## config.mk

```make
export PLATFORM = sky130hd
export DESIGN_NAME = adc_conv_sequencer
export DESIGN_NICKNAME = d
export VERILOG_FILES = /design/src/rtl/adc_seq_pkg.sv /design/src/rtl/seq_cfg_reg.sv /design/src/rtl/seq_phase_ctl.sv /design/src/rtl/seq_out_guard.sv /design/src/rtl/adc_conv_sequencer.sv
export SDC_FILE = /design/constraint.sdc
export NUM_CORES = 1
export LEC_CHECK = 0
export BUFFER_PORTS_ARGS = -buffer_cell sky130_fd_sc_hd__buf_2
export CAP_MARGIN = 0
export CORE_MARGIN = 2
export CORE_UTILIZATION = 25
export CTS_CLUSTER_SIZE = 10
export DETAILED_ROUTE_END_ITERATION = 8
export PLACE_DENSITY = 0.53
export REMOVE_ABC_BUFFERS = 1
export SLEW_MARGIN = 20
export SYNTH_ARGS = -nofsm -noshare
export SYNTH_HDL_FRONTEND = slang
export SYNTH_SLANG_ARGS = --single-unit
```

## constraint.sdc

```tcl
create_clock -name clk -period 3.6 [get_ports clk]
set_input_delay 0.18 -clock clk [delete_from_list [all_inputs] [get_ports clk]]
set_output_delay 0.18 -clock clk [all_outputs]
set_load 0.02 [all_outputs]
```

## src/rtl/adc_seq_pkg.sv

```systemverilog
// Shared constants and types for the converter result sequencer.
// Assumes an 8-bit byte lane granularity for the setup word.
package adc_seq_pkg;
    localparam int unsigned CFG_BYTES = 3;
    localparam int unsigned CFG_W     = CFG_BYTES * 8;
    localparam logic [CFG_W-1:0] CFG_RESET = 24'h28B300;
    localparam int unsigned MODE_LSB  = 21;
    localparam int unsigned MODE_W    = 3;
    localparam logic [CFG_BYTES-1:0] CRIT_BYTES = 3'b110;

    typedef enum logic {
        PH_CAL = 1'b0,
        PH_RUN = 1'b1
    } phase_t;
endpackage

```

## src/rtl/seq_cfg_reg.sv

```systemverilog
// Setup-word register with byte-enabled writes.
// Flags a write as critical when it touches any byte marked in CRIT_MASK.
// Also presents the merged value so that a decision can be made on the new mode.
module seq_cfg_reg #(
    parameter int unsigned        NBYTES    = 3,
    parameter logic [NBYTES*8-1:0] RESET_VAL = '0,
    parameter logic [NBYTES-1:0]  CRIT_MASK = '0
) (
    input  logic                clk,
    input  logic                rst_n,
    input  logic                wr_en,
    input  logic [NBYTES-1:0]   wr_be,
    input  logic [NBYTES*8-1:0] wr_data,
    output logic [NBYTES*8-1:0] cfg_q,
    output logic [NBYTES*8-1:0] cfg_next,
    output logic                crit_wr
);
    localparam int unsigned W = NBYTES * 8;

    // Merge each enabled byte lane over the stored value.
    for (genvar b = 0; b < NBYTES; b++) begin : g_lane
        assign cfg_next[b*8 +: 8] = (wr_en && wr_be[b]) ? wr_data[b*8 +: 8]
                                                         : cfg_q[b*8 +: 8];
    end

    // A write is critical when it reaches any protected byte lane.
    assign crit_wr = wr_en && |(wr_be & CRIT_MASK);

    // Store the merged setup word.
    always_ff @(posedge clk) begin
        if (!rst_n) cfg_q <= RESET_VAL;
        else        cfg_q <= cfg_next[W-1:0];
    end
endmodule

```

## src/rtl/seq_phase_ctl.sv

```systemverilog
// Calibration/conversion phase controller.
// Leaves reset in the calibration phase. A critical write re-enters calibration
// when the new mode field is non-zero. Critical writes and sync strobes emit
// a one-cycle restart. Assumes cal_done is a single-cycle strobe.
module seq_phase_ctl
    import adc_seq_pkg::*;
#(
    parameter int unsigned MW = 3
) (
    input  logic          clk,
    input  logic          rst_n,
    input  logic          crit_wr,
    input  logic [MW-1:0] next_mode,
    input  logic          sync_in,
    input  logic          cal_done,
    output logic          cal_req,
    output logic          restart,
    output logic          accept
);
    phase_t phase;

    // Phase transitions and restart pulse generation.
    always_ff @(posedge clk) begin
        if (!rst_n) begin
            phase   <= PH_CAL;
            restart <= 1'b0;
        end else begin
            restart <= crit_wr || sync_in;
            if (crit_wr)
                phase <= (next_mode != '0) ? PH_CAL : PH_RUN;
            else if (phase == PH_CAL && cal_done)
                phase <= PH_RUN;
        end
    end

    // Results are only taken while converting and not being realigned.
    always_comb begin
        cal_req = (phase == PH_CAL);
        accept  = (phase == PH_RUN) && !crit_wr && !sync_in;
    end
endmodule

```

## src/rtl/seq_out_guard.sv

```systemverilog
// Output holding register and active-low ready flag.
// While the host reads a valid word, new results are dropped. After such a
// drop the flag is withdrawn once the read ends. A flush withdraws it at once.
module seq_out_guard #(
    parameter int unsigned DW = 24
) (
    input  logic          clk,
    input  logic          rst_n,
    input  logic          load,
    input  logic [DW-1:0] word_in,
    input  logic          reading,
    input  logic          flush,
    output logic [DW-1:0] word_q,
    output logic          rdy_n
);
    logic dropped;
    logic guarded;

    // The held word is protected while it is valid and being read.
    assign guarded = reading && !rdy_n;

    // Update the held word, the ready flag and the drop marker.
    always_ff @(posedge clk) begin
        if (!rst_n) begin
            word_q  <= '0;
            rdy_n   <= 1'b1;
            dropped <= 1'b0;
        end else if (flush) begin
            rdy_n   <= 1'b1;
            dropped <= 1'b0;
        end else if (load && guarded) begin
            dropped <= 1'b1;
        end else if (load) begin
            word_q  <= word_in;
            rdy_n   <= 1'b0;
            dropped <= 1'b0;
        end else if (dropped && !reading) begin
            rdy_n   <= 1'b1;
            dropped <= 1'b0;
        end
    end
endmodule

```

## src/rtl/adc_conv_sequencer.sv

```systemverilog
// Top of the converter result sequencer: setup register, phase control and
// output guard. All outputs are registered or decoded from registers.
module adc_conv_sequencer
    import adc_seq_pkg::*;
#(
    parameter int unsigned DATA_W = 24
) (
    input  logic                 clk,
    input  logic                 rst_n,
    input  logic                 wr_en,
    input  logic [CFG_BYTES-1:0] wr_be,
    input  logic [CFG_W-1:0]     wr_data,
    input  logic                 sync_in,
    input  logic                 cal_finish,
    input  logic                 res_valid,
    input  logic [DATA_W-1:0]    res_in,
    input  logic                 host_reading,
    output logic [CFG_W-1:0]     cfg_word,
    output logic                 cal_busy,
    output logic [MODE_W-1:0]    cal_kind,
    output logic                 restart,
    output logic [DATA_W-1:0]    res_word,
    output logic                 rdy_n
);
    logic [CFG_W-1:0] cfg_next;
    logic             crit_wr;
    logic             accept;

    seq_cfg_reg #(
        .NBYTES   (CFG_BYTES),
        .RESET_VAL(CFG_RESET),
        .CRIT_MASK(CRIT_BYTES)
    ) u_cfg (
        .clk     (clk),
        .rst_n   (rst_n),
        .wr_en   (wr_en),
        .wr_be   (wr_be),
        .wr_data (wr_data),
        .cfg_q   (cfg_word),
        .cfg_next(cfg_next),
        .crit_wr (crit_wr)
    );

    seq_phase_ctl #(.MW(MODE_W)) u_phase (
        .clk      (clk),
        .rst_n    (rst_n),
        .crit_wr  (crit_wr),
        .next_mode(cfg_next[MODE_LSB +: MODE_W]),
        .sync_in  (sync_in),
        .cal_done (cal_finish),
        .cal_req  (cal_busy),
        .restart  (restart),
        .accept   (accept)
    );

    seq_out_guard #(.DW(DATA_W)) u_out (
        .clk    (clk),
        .rst_n  (rst_n),
        .load   (res_valid && accept),
        .word_in(res_in),
        .reading(host_reading),
        .flush  (crit_wr || sync_in),
        .word_q (res_word),
        .rdy_n  (rdy_n)
    );

    // Mode field presented to the calibration engine.
    assign cal_kind = cfg_word[MODE_LSB +: MODE_W];
endmodule

```

==> results.json <==
{
  "cts_inserted_buffers": 5,
  "tns_ns": 0,
  "syn_area_um2": 2050,
  "crit_chain": "nand2_1 -> a2111oi_4 -> buf_4 -> mux2i_1",
  "placed_cells": 436,
  "hp-class": "primary input to flop",
  "power_w": 0.00110,
  "via_per_inst": 4.27,
  "cts_sinks": 52,
  "crit-reg2reg-launch": "u_phase.phase",
  "drt-initial-drc-count": 38,
  "initial_utilization_pct": 25.4,
  "drc": 0,
  "port-buffer-count": 111,
  "clock_latency_ns": 0.30,
  "ys_seq_area_share_pct": 50.7,
  "hold_slack_ns": 0.0894,
  "io_pins": 112,
  "start_kind": "flop",
  "max_cap_violations": 0,
  "cp_max_fo": 24,
  "final_max_slew_viol_count": 0,
  "rsz0062_at_grt": "no",
  "synthTopCellsByArea": "dfxtp_1 51%, nand2_1 17%, mux2i_1 12%, a21boi_0 6.2%, nand3_1 3.9%",
  "final_cells": 444,
  "grtUsageTotal_pct": 11.2,
  "cts_max_level": 2,
  "crit_end": "u_out.word_q[6]",
  "min_period_ns": 1.51,
  "cts_root_buffer": "clkbuf_8",
  "grt_overflow_total": 0,
  "regToRegSetupSlack_ns": 2.09,
  "path_class": "flop to flop",
  "dieArea_um2": 8950,
  "ff2ff_path_depth": 4,
  "cts_tree": "yes",
  "max_freq_mhz": 664,
  "max_slew_margin_pct": 68.8,
  "ys.warnings.count": 0,
  "cp-startpoint": "u_phase.phase",
  "worst_path_max_delay_cell": "buf_4",
  "post_cts_resized": 0,
  "avgSynthCellArea_um2": 8.74,
  "fin_skew_ns": 0.00545,
  "final_nets": 396,
  "grt_max_degree": 49,
  "ys_ff_latch": 52,
  "hold_buffers": 0,
  "status": "completed",
  "p_per_area_nw_per_um2": 399,
  "clk_pin_slew_ns": 0.10,
  "dp_slack_ns": 1.97,
  "die_h_um": 94.6,
  "min_path_cells": 3,
  "dieWidth_um": 94.6,
  "synthDominantCellAreaShare_pct": 50.7,
  "dpl.hpwl_um": 3740,
  "setup_ws_ns": 2.09,
  "grt_first_pass_wirelength_um": 8050,
  "p_leak_nw": 1.28,
  "r2r-end": "u_out.word_q[6]",
  "max-vdd-ir-drop_mv": 0.124,
  "synth_largest_area_cell": "dfxtp_1",
  "ys_types": 18,
  "core_um2": 8090,
  "period_share_pct": 41.9,
  "area_delta_synth_final_pct": 34.3,
  "vias": 1895,
  "drive_gt1_share_pct": 36.0,
  "hold_violations": 0,
  "wl_um": 5050,
  "cts.path.max_buffers": 2,
  "setup_violations": 0,
  "netlist_instances": 235,
  "wire_per_inst_um": 11.4,
  "diodes": 0,
  "setup.worst_path.end_class": "flop",
  "crit_required_ns": 3.83,
  "rows": 33,
  "grt_pass1_vias": 1731,
  "antenna_found_initial": 0,
  "antenna_left": 0,
  "gp_congestion": 0.725,
  "max_stage_delay_ns": 0.41,
  "dr.pass1.iters": 4,
  "tightest_slew_ns": 0.469,
  "post-cts-setup-buffer-count": 0,
  "worst_ep_arrival_time_ns": 1.74
}
==> synthesized netlist by cell type <==
master and n:
o31ai_1 3, nand2_1 92, o21ai_0 2, buf_4 3
nor2b_1 2, and2_1 2, a21boi_0 17, a2111oi_4 1
and4b_1 1, mux2i_1 25, dfxtp_1 52, nor2_1 1
buf_6 2, clkbuf_1 12, o21a_1 1, a21oi_1 1
nand3_1 16, inv_1 2
==> cells by family after synthesis <==
kind of cell / count (synthesis) / share of synthesized area [%]
AO/OA/AOI/OAI: 25 / 9.75
buffers and inverters: 19 / 4.75
flip-flops: 52 / 50.7
multiplexers: 25 / 12.2
AND/OR/NAND/NOR: 114 / 22.6
==> worst min-delay path by stage <==
stage	from	endpoint	slack (ns)
final	wr_data[19]	u_cfg.cfg_q[19]	0.09
after floorplan	rst_n	u_cfg.cfg_q[12]	0.25
after CTS	wr_data[19]	u_cfg.cfg_q[19]	0.08
after global placement	wr_data[12]	u_cfg.cfg_q[12]	0.40
after detailed placement	wr_data[12]	u_cfg.cfg_q[12]	0.40
after global routing	wr_data[8]	u_cfg.cfg_q[8]	0.08
==> routing by layer <==
layer,part of all wire (%),global-route usage (%),up-vias
li1,-,-,970
met1,44,13.7,872
met2,49,19.1,51
met3,6.4,3.59,2
met4,0.44,2.90,0
met5,0,0,-
==> where the power goes <==
part	switching (W)	internal (W)	total [W]
clock network	0.000189	0.000154	0.000343
registers	0.0000112	0.000596	0.000607
logic	0.0000896	0.0000607	0.000150
==> registers in the layout, indices dropped and copies added (netlist names) <==
| signal | flops |
|---|---|
| u_cfg.cfg_q | 24 |
| u_out.dropped | 1 |
| u_out.rdy_n | 1 |
| u_out.word_q | 24 |
| u_phase.phase | 1 |
| u_phase.restart | 1 |
==> per-stage QoR <==
| step | util, % | area [um^2] |
|---|---|---|
| final | 34.1 | 2760 |
| after global routing | 34.1 | 2760 |
| after CTS | 34.1 | 2760 |
| after detailed placement | 32.9 | 2670 |
| after global placement | 32.9 | 2670 |
| after floorplan | - | 1960 |
==> layout make-up <==
cell class / instances / area, um^2
multi-input combinational: 164 / 915
tap: 105 / 131
timing repair buffer: 113 / 571
clock buffer: 6 / 82.6
sequential: 52 / 1040
inverter: 2 / 7.51
fill: 886 / 5340
clock inverter: 2 / 10.0
==> critical path, delay by kind of cell (launching register included) <==
family          cells  cell delay, ns
mux                 1            0.23
simple gates        1            0.13
flops               1            0.36
buf+inv             1            0.41
compound gates      1            0.28
==> cells in the final DEF, fill, tap and decap left out, types with 2 or more instances in the layout <==
cell	count
and2_1	2
nand3_1	16
a21boi_0	17
o31ai_1	3
o21ai_0	2
clkinv_2	2
buf_4	2
clkbuf_8	6
dfxtp_1	52
inv_1	2
nand2_1	92
nor2b_1	2
mux2i_1	25
buf_2	111
(Power assumes the default switching activity.)
